$ cat src/rtl/irp_pkg.sv
package irp_pkg;
   localparam int unsigned DW = 8;

   localparam int unsigned IDX_A = 10;
   localparam int unsigned IDX_B = 11;
   localparam int unsigned IDX_C = 12;
   localparam int unsigned IDX_D = 13;

   localparam int unsigned A_BUSY = 7;
   localparam int unsigned B_SET  = 7;
   localparam int unsigned B_PER  = 6;
   localparam int unsigned B_ALM  = 5;
   localparam int unsigned B_UPD  = 4;
   localparam int unsigned B_SQW  = 3;
   localparam int unsigned B_BIN  = 2;
   localparam int unsigned B_H24  = 1;
   localparam int unsigned C_IRQ  = 7;
   localparam int unsigned C_PER  = 6;
   localparam int unsigned C_ALM  = 5;
   localparam int unsigned C_UPD  = 4;

   localparam logic [DW-1:0] RST_A = 8'h26;
   localparam logic [DW-1:0] RST_B = 8'h02;
   localparam logic [DW-1:0] RST_C = 8'h00;
   localparam logic [DW-1:0] VAL_D = 8'h80;
   localparam logic [DW-1:0] BUSRST_B_MASK = 8'h68;

   typedef enum logic [1:0] {
      ACC_NONE    = 2'd0,
      ACC_PTR_WR  = 2'd1,
      ACC_DATA_WR = 2'd2,
      ACC_DATA_RD = 2'd3
   } acc_e;

   typedef struct packed {
      logic per;
      logic alm;
      logic upd;
   } evt_t;
endpackage

$ cat src/rtl/irp_index_reg.sv
module irp_index_reg
   import irp_pkg::*;
#(
   parameter int unsigned IDX_W = 7
) (
   input  logic             clk,
   input  logic             rst_n,
   input  logic             hold,
   input  logic             sel,
   input  logic             wr,
   input  logic             addr0,
   input  logic [DW-1:0]    wdata,
   output logic [IDX_W-1:0] idx,
   output acc_e             acc
);
   always_comb begin
      acc = ACC_NONE;
      if (sel && !hold) begin
         if (!addr0) acc = wr ? ACC_PTR_WR : ACC_NONE;
         else        acc = wr ? ACC_DATA_WR : ACC_DATA_RD;
      end
   end

   always_ff @(posedge clk or negedge rst_n) begin
      if (!rst_n)                  idx <= '0;
      else if (acc == ACC_PTR_WR)  idx <= wdata[IDX_W-1:0];
   end
endmodule

$ cat src/rtl/irp_byte_store.sv
module irp_byte_store
   import irp_pkg::*;
#(
   parameter int unsigned IDX_W    = 7,
   parameter bit          SPARE_EN = 1'b1
) (
   input  logic             clk,
   input  logic             rst_n,
   input  logic             we,
   input  logic [IDX_W-1:0] addr,
   input  logic [DW-1:0]    wdata,
   output logic [DW-1:0]    rdata
);
   localparam int unsigned DEPTH = 1 << IDX_W;

   generate
      if (SPARE_EN) begin : g_mem
         logic [DW-1:0] mem [DEPTH];
         always_ff @(posedge clk or negedge rst_n) begin
            if (!rst_n) begin
               for (int i = 0; i < DEPTH; i++) mem[i] <= '0;
            end else if (we) begin
               mem[addr] <= wdata;
            end
         end
         assign rdata = mem[addr];
      end else begin : g_none
         logic unused_ok;
         assign unused_ok = &{1'b0, clk, rst_n, we, addr, wdata};
         assign rdata = '0;
      end
   endgenerate
endmodule

$ cat src/rtl/irp_ctrl_regs.sv
module irp_ctrl_regs
   import irp_pkg::*;
(
   input  logic          clk,
   input  logic          rst_n,
   input  logic          bus_rst,
   input  logic          wr_a,
   input  logic          wr_b,
   input  logic          rd_c,
   input  logic [DW-1:0] wdata,
   input  logic          upd_begin,
   input  logic          upd_end,
   input  evt_t          evt,
   output logic [DW-1:0] reg_a,
   output logic [DW-1:0] reg_b,
   output logic [DW-1:0] reg_c
);
   logic [DW-1:0] a_n, b_n, c_n;
   logic          enter_set, busy_n, cause;
   logic [DW-1:0] c_base, c_new;

   assign enter_set = wr_b && wdata[B_SET];

   always_comb begin
      if (enter_set)                       busy_n = 1'b0;
      else if (upd_end)                    busy_n = 1'b0;
      else if (upd_begin && !reg_b[B_SET]) busy_n = 1'b1;
      else                                 busy_n = reg_a[A_BUSY];
   end

   always_comb begin
      a_n = reg_a;
      if (wr_a) a_n[A_BUSY-1:0] = wdata[A_BUSY-1:0];
      a_n[A_BUSY] = busy_n;
   end

   always_comb begin
      b_n = reg_b;
      if (wr_b) begin
         b_n = wdata;
         if (wdata[B_SET]) b_n[B_UPD] = 1'b0;
      end
      if (bus_rst) b_n = reg_b & ~BUSRST_B_MASK;
   end

   always_comb begin
      cause = (evt.per && reg_b[B_PER]) ||
              (evt.alm && reg_b[B_ALM]) ||
              (evt.upd && reg_b[B_UPD]);
      c_new = '0;
      c_new[C_PER] = evt.per;
      c_new[C_ALM] = evt.alm;
      c_new[C_UPD] = evt.upd;
      c_new[C_IRQ] = cause;
      c_base = rd_c ? '0 : reg_c;
      c_n = bus_rst ? '0 : (c_base | c_new);
   end

   always_ff @(posedge clk or negedge rst_n) begin
      if (!rst_n) begin
         reg_a <= RST_A;
         reg_b <= RST_B;
         reg_c <= RST_C;
      end else begin
         reg_a <= a_n;
         reg_b <= b_n;
         reg_c <= c_n;
      end
   end
endmodule

$ cat src/rtl/idx_reg_port.sv
module idx_reg_port
   import irp_pkg::*;
#(
   parameter int unsigned IDX_W     = 7,
   parameter int unsigned TIME_REGS = 10,
   parameter bit          SPARE_EN  = 1'b1
) (
   input  logic             clk,
   input  logic             rst_n,
   input  logic             bus_rst,
   input  logic             bus_sel,
   input  logic             bus_wr,
   input  logic             bus_addr0,
   input  logic [7:0]       bus_wdata,
   output logic [7:0]       bus_rdata,
   output logic [IDX_W-1:0] cal_idx,
   output logic             cal_wr,
   output logic [7:0]       cal_wdata,
   input  logic [7:0]       cal_rdata,
   input  logic             upd_begin,
   input  logic             upd_end,
   input  logic             evt_periodic,
   input  logic             evt_alarm,
   input  logic             evt_update,
   output logic [2:0]       osc_sel,
   output logic [3:0]       rate_sel,
   output logic             upd_busy,
   output logic             set_mode,
   output logic             per_en,
   output logic             alarm_en,
   output logic             upd_en,
   output logic             sqw_en,
   output logic             bin_mode,
   output logic             h24_mode,
   output logic             irq
);
   localparam logic [IDX_W-1:0] P_A    = IDX_W'(IDX_A);
   localparam logic [IDX_W-1:0] P_B    = IDX_W'(IDX_B);
   localparam logic [IDX_W-1:0] P_C    = IDX_W'(IDX_C);
   localparam logic [IDX_W-1:0] P_D    = IDX_W'(IDX_D);
   localparam logic [IDX_W-1:0] P_TIME = IDX_W'(TIME_REGS);

   generate
      if (IDX_W < 4 || IDX_W > 7) begin : g_bad_idx
         $error("IDX_W must lie in 4..7");
      end
      if (TIME_REGS < 1 || TIME_REGS > IDX_A) begin : g_bad_time
         $error("TIME_REGS must lie in 1..10");
      end
   endgenerate

   logic [IDX_W-1:0] idx;
   acc_e             acc;
   logic             data_wr, data_rd, in_time, in_ctrl;
   logic [DW-1:0]    reg_a, reg_b, reg_c, store_rd;
   evt_t             evt;

   irp_index_reg #(.IDX_W(IDX_W)) u_index (
      .clk(clk), .rst_n(rst_n), .hold(bus_rst), .sel(bus_sel), .wr(bus_wr),
      .addr0(bus_addr0), .wdata(bus_wdata), .idx(idx), .acc(acc)
   );

   assign data_wr = (acc == ACC_DATA_WR);
   assign data_rd = (acc == ACC_DATA_RD);
   assign in_time = (idx < P_TIME);
   assign in_ctrl = (idx >= P_A) && (idx <= P_D);
   assign evt     = '{per: evt_periodic, alm: evt_alarm, upd: evt_update};

   irp_ctrl_regs u_ctrl (
      .clk(clk), .rst_n(rst_n), .bus_rst(bus_rst),
      .wr_a(data_wr && idx == P_A), .wr_b(data_wr && idx == P_B),
      .rd_c(data_rd && idx == P_C), .wdata(bus_wdata),
      .upd_begin(upd_begin), .upd_end(upd_end), .evt(evt),
      .reg_a(reg_a), .reg_b(reg_b), .reg_c(reg_c)
   );

   irp_byte_store #(.IDX_W(IDX_W), .SPARE_EN(SPARE_EN)) u_store (
      .clk(clk), .rst_n(rst_n), .we(data_wr && !in_time && !in_ctrl),
      .addr(idx), .wdata(bus_wdata), .rdata(store_rd)
   );

   always_comb begin
      if (!bus_addr0)      bus_rdata = 8'hFF;
      else if (in_time)    bus_rdata = cal_rdata;
      else if (idx == P_A) bus_rdata = reg_a;
      else if (idx == P_B) bus_rdata = reg_b;
      else if (idx == P_C) bus_rdata = reg_c;
      else if (idx == P_D) bus_rdata = VAL_D;
      else                 bus_rdata = store_rd;
   end

   assign cal_idx   = idx;
   assign cal_wr    = data_wr && in_time;
   assign cal_wdata = bus_wdata;

   assign osc_sel  = reg_a[6:4];
   assign rate_sel = reg_a[3:0];
   assign upd_busy = reg_a[A_BUSY];
   assign set_mode = reg_b[B_SET];
   assign per_en   = reg_b[B_PER];
   assign alarm_en = reg_b[B_ALM];
   assign upd_en   = reg_b[B_UPD];
   assign sqw_en   = reg_b[B_SQW];
   assign bin_mode = reg_b[B_BIN];
   assign h24_mode = reg_b[B_H24];
   assign irq      = reg_c[C_IRQ];
endmodule

$ cat config.mk
export PLATFORM = sky130hd
export DESIGN_NAME = idx_reg_port
export DESIGN_NICKNAME = d
export VERILOG_FILES = /design/src/rtl/irp_pkg.sv /design/src/rtl/irp_index_reg.sv /design/src/rtl/irp_byte_store.sv /design/src/rtl/irp_ctrl_regs.sv /design/src/rtl/idx_reg_port.sv
export SDC_FILE = /design/constraint.sdc
export NUM_CORES = 2
export LEC_CHECK = 0
export BUFFER_PORTS_ARGS = -buffer_cell sky130_fd_sc_hd__buf_2
export CAP_MARGIN = 10
export CORE_ASPECT_RATIO = 1.4
export CORE_MARGIN = 2
export CORE_UTILIZATION = 65
export CTS_CLUSTER_DIAMETER = 100
export DETAILED_ROUTE_END_ITERATION = 8
export GPL_TIMING_DRIVEN = 0
export PLACE_DENSITY = 0.92
export SYNTH_ARGS = -nofsm -noshare
export SYNTH_HDL_FRONTEND = slang
export SYNTH_SLANG_ARGS = --single-unit
$ cat constraint.sdc
create_clock -name clk -period 8.1 [get_ports clk]
set_clock_uncertainty 0.2 [all_clocks]
set_input_delay 1.215 -clock clk [delete_from_list [all_inputs] [get_ports clk]]
set_output_delay 1.215 -clock clk [all_outputs]
set_load 0.005 [all_outputs]
# Yosys cells after proc, flatten, opt, wreduce, memory -nomap -nowiden
# Index checks and enable logic that the tools add are counted.
# totals
ff_bits,1055
latchBits,0
ram_bits,0
romBits,0
in_bits,27
output_inout_bits,40
word_cells,196
n_memories,0
# classes
n_addsub,0
multipliers,0
div,0
order_cmp,5
eq_ne,7
n_shift,0
mux,24
n_bitwise,3
n_reduce_logical,23
# op_table
operator,count
$bwmux 1024,1
$mux 8,11
$bmux 8 s7,1
$demux 8 s7,1
$eq 7x4->1 const B,4
$logic_and 1x1->1,14
$mux 7,2
$ge 8x8->1 const B,1
$lt 8x1->1 const B,1
$not 7->8,1
$or 8x8->8,1
$ge 7x4->1 const B,1
$le 7x4->1 const B,1
$lt 7x4->1 const B,1
$mux 1,6
$eq 2x2->1 const B,2
$logic_not 1->1,4
$mux 2,2
$reduce_bool 3->1,1
$eq 2x1->1 const B,1
$logic_or 1x1->1,2
$reduce_and 2->1,1
$reduce_bool 2->1,1
$not 1->1,1

# Logic depth before layout (Yosys ltp)
# logic_depth
ltp_word,10
depth_mapped,13
ltp_nobuf,7

# Hierarchy
# Synthesis repeated with hierarchy kept, for this count alone.
# unflattened
hier_cells,3691
hier_area_um2,48373.9
# modules_own_cells
module,n_inst,cells_per_inst,area_each_um2,seq_area_each_um2
irp_byte_store,1,3533,46679.8,25624.6
irp_ctrl_regs,1,64,865.8,505.5
idx_reg_port,1,75,498.0,0.0
irp_index_reg,1,19,330.3,175.2

# Worst setup path before layout
# No wires, ideal clock.
# synth_timing
path_kind,reg2out
startpoint,register u_index.idx[0]
endpoint,output port bus_rdata[5]
arrival_time_ns,2.351
required_time_ns,6.685
setup_slack_ns,4.334
path_stages_with_launch,11
n_path_buf,5
path_cell_list,dfrtp_1 -> buf_6 -> buf_6 -> buf_6 -> buf_4 -> buf_4 -> mux2_2 -> a222oi_1 -> a21oi_1 -> nor4_1 -> a31oi_1
# synth_via
elab_chain_cells,10
elab_cells_between_ends,15
classes_between,order compare (1); eq/ne (4); mux (9); bitwise (1)
# synth_rtl
element,line,source
"start, declared",irp_index_reg.sv:13,"output logic [IDX_W-1:0] idx,"
"start signal, assigned",irp_index_reg.sv:26,else if (acc == ACC_PTR_WR) idx <= wdata[IDX_W-1:0];
$not 7->8 (implied by the code),irp_byte_store.sv:26,assign rdata = mem[addr];
$bmux 8 s7,irp_byte_store.sv:26,
$mux 8 (implied by the code) (2 in series),irp_byte_store.sv:26,
$mux 8,idx_reg_port.sv:88,else if (idx == P_D) bus_rdata = VAL_D;
$mux 8,idx_reg_port.sv:87,else if (idx == P_C) bus_rdata = reg_c;
$mux 8,idx_reg_port.sv:86,else if (idx == P_B) bus_rdata = reg_b;
$mux 8,idx_reg_port.sv:85,else if (idx == P_A) bus_rdata = reg_a;
$mux 8 (*),idx_reg_port.sv:84,else if (in_time) bus_rdata = cal_rdata;
$mux 8 (*),idx_reg_port.sv:83,if (!bus_addr0) bus_rdata = 8'hFF;
"end, declared",idx_reg_port.sv:15,"output logic [7:0] bus_rdata,"
# Mark *: on every way between the ends. The rest lies on a longest branch, timed or not. The select of a mux whose other input is x is not followed.

# Worst setup path in the final report
# layout_timing
startpoint,register u_index.idx[2]
endpoint,output port bus_rdata[4]
# Same word-level chain as after synthesis.

==> summary.txt <==
Run status
  – Status: finished with violations
  – Violations in the final reports: capacitance limit, slew limit, setup timing

Global route
  – Total GRT Usage: 55.03%
  – Largest net degree at the start of global routing: 174
  – Global-route wire length before repair: 282,400 um
  – Number of global-route vias before repair: 35,990
  – Initial antenna violation count: 28
  – Remaining Overflow, GRT: 0

Timing
  – Slew HR: -5.341%
  – Final Hold Violating Endpoints: 0
  – Tmin final: 8.419 ns
  – Fmax: 118.8 MHz
  – WHS: 0.2561 ns
  – Max-slew violation count: 54
  – Setup WS post-layout: -0.3186 ns
  – # setup viols final: 4
  – Tcrit/Tclk final: 103.9%
  – Worst-Margin Slew: 1.580 ns
  – RSZ-0062 raised after global routing: no

Worst hold path
  – Hold path depth: 1
  – Worst hold path startpoint: u_store.g_mem.mem[977]$_DFFE_PN0P_
  – Worst Hold Class: reg2reg
  – Hold Path Sink: u_store.g_mem.mem[977]$_DFFE_PN0P_

Die
  – I/O pin count: 67
  – Die Wd: 234.3 um
  – Die Ht: 326.5 um
  – Initial Util: 65.40%
  – Core area: 0.07382 mm^2
  – Area of the die: 0.07651 mm^2
  – # rows: 118

Layout
  – Share of cells above drive strength 1: 42.38%
  – Final std cells w/o fill: 4,713
  – Area grow syn2layout: 11.16%
  – Final core utilization: 72.70%
  – Nets: 3,672

Critical path
  – Worst path top cell family by delay: buffers and inverters
  – Data arrival, critical path: 7.00 ns
  – Critical setup path kind: reg2out
  – Reg2Reg Launch Point: u_index.idx[1]$_DFFE_PN0N_
  – CP Launch Point: u_index.idx[2]$_DFFE_PN0N_
  – Critical path required time: 6.68 ns
  – R2r endpoint: u_store.g_mem.mem[875]$_DFFE_PN0P_
  – Max FO, Critical Path: 10
  – CP bufs+invs: 8
  – Worst reg2reg path depth: 9
  – Startpoint Class: register
  – Slack of the worst reg-to-reg path: 2.55 ns
  – Worst path depth: 11
  – Most frequent CP cell: buf_2
  – Slowest stage delay, CP: 0.80 ns
  – Crit path cell chain: buf_2, buf_2, buf_2, buf_2, buf_2, buf_2, o21ai_0, buf_4, nor4_1, a41oi_1, buf_2
  – CP Capture Type: output pin
  – Slowest CP cell: buf_2

Placed design
  – RD Place Congestion: 1.102
  – HPWL Detailed: 139,800 um
  – Port bufs: 57
  – Post-Place Cells: 4,502

Clock network
  – CTS tree: yes
  – H-tree levels: 3
  – CTS Buf Count: 97
  – Clock sinks: 1,051
  – CTS root buffer: clkbuf_16
  – Post-CTS setup buffer count: 0
  – Max clock buf depth: 3
  – Skew-Pair Late Insertion Delay: 0.72 ns
  – Worst-path clk slew: 0.06 ns
  – Post-CTS sizing: 0
  – Hold_buf cts: 0

Routing
  – Avg WL per Cell: 43.96 um
  – Vias per inst: 7.628
  – ANT nets after route: 0
  – Starting DRC count in detailed routing: 5,431
  – Drt total wl: 207,200 um
  – TritonRoute pass-1 iters: 9
  – DR vias: 35,950
  – Remaining DRCs: 0

Logic synthesis
  – Syn Inst Count: 3,465
  – Avg Cell Area, Syn: 13.93 um^2
  – Post-synth top flop: dfrtp_1
  – Synth warn: 0
  – Most frequent cells after synthesis: 1,047 x dfrtp_1, 986 x mux2_2, 254 x clkbuf_1
  – Top cell type's share of synthesized area: 54.27%
  – Cell taking the most area after synthesis: dfrtp_1
  – Post-synth ARST share: 100.0%
  – Synth top area cells: dfrtp_1 54%, mux2_2 23%, mux4_2 5.2%, mux2i_1 2.2%, clkbuf_1 2.0%
  – Library cells used by synthesis: 72
  – Mapped Area: 0.04828 mm^2
  – Syn Nets: 3,492
  – Post-synth EDFFs: 0
  – Synth Register Bits: 1,051
  – Sequential share of the synthesized area: 54.48%
  – Top-count cell post-synth: dfrtp_1

Power
  – Pwr dens: 248.7 mW/mm^2
  – Max VDD drop: 0.0002607 V
  – Pleak: 25.14 nW

Run
  – Max_cap viols: 5
## routing by layer
layer  wire, um  global-route usage (%)
met1      66350                   63.32
met2      85890                   74.86
met3      29460                   25.19
met4      25280                   52.78
met5        230                       0
## sequential cells by signal (all words and copies together), names as in the netlist
name,flops
u_ctrl.reg_c,4
u_index.idx,7
u_ctrl.reg_b,8
u_store.g_mem.mem,1024
u_ctrl.reg_a,8
## cell families after synthesis
family,count (synthesis),share of synthesized area [%]
AOI/OAI and AO/OA,419,6.062
buffers and inverters,378,3.649
DFF,1051,54.48
muxes,1209,30.55
and+or+nand+nor,408,5.258
## power by group
group / internal (W) / switching [W] / total, W
clock: 0.00270 / 0.00216 / 0.00487
combinational: 0.000677 / 0.00230 / 0.00298
sequential: 0.00539 / 0.000112 / 0.00550
total: 0.00877 / 0.00458 / 0.0133
## worst max path at each step
stage                                         endpoint  slack [ns]
floorplan                                 bus_rdata[5]        4.33
global placement    u_store.g_mem.mem[948]$_DFFE_PN0P_      -16.56
CTS                                       bus_rdata[4]        0.54
global route                              bus_rdata[4]        0.09
detailed placement                        bus_rdata[4]        1.30
finish                                    bus_rdata[4]       -0.32
## per-stage QoR
stage               cell area, um^2  setup slack, ns  setup TNS [ns]  power (W)
CTS                           53550           0.5359               0    0.01297
global route                  53600          0.08540               0    0.01339
global placement              49770           -16.56               -   0.008152
finish                        53670          -0.3186         -0.5488    0.01335
floorplan                     48280            4.334               0   0.006685
detailed placement            50210            1.302               0   0.008235
## cell type report
type	count	area [um^2]
multi-input combinational	2036	20230
clock buffer	140	2829
fill	4649	20150
sequential	1051	26310
buffer	371	1740
antenna	27	67.56
timing repair buffer	81	767.0
tap	960	1201
inverter	7	26.28
clock inverter	40	504.2
## cells in the final DEF, fill, tap and decap left out, types with 55 or more instances in the layout
cell type	instances
dfrtp_1	1047
mux2_2	986
clkbuf_1	272
nand2_1	123
mux4_2	112
buf_2	110
mux2i_1	104
clkbuf_16	97
o21ai_0	85
nor2_4	78
a21oi_1	70
a221oi_1	57
a22oi_1	55
Note: power is estimated with default switching activity, not from simulation.
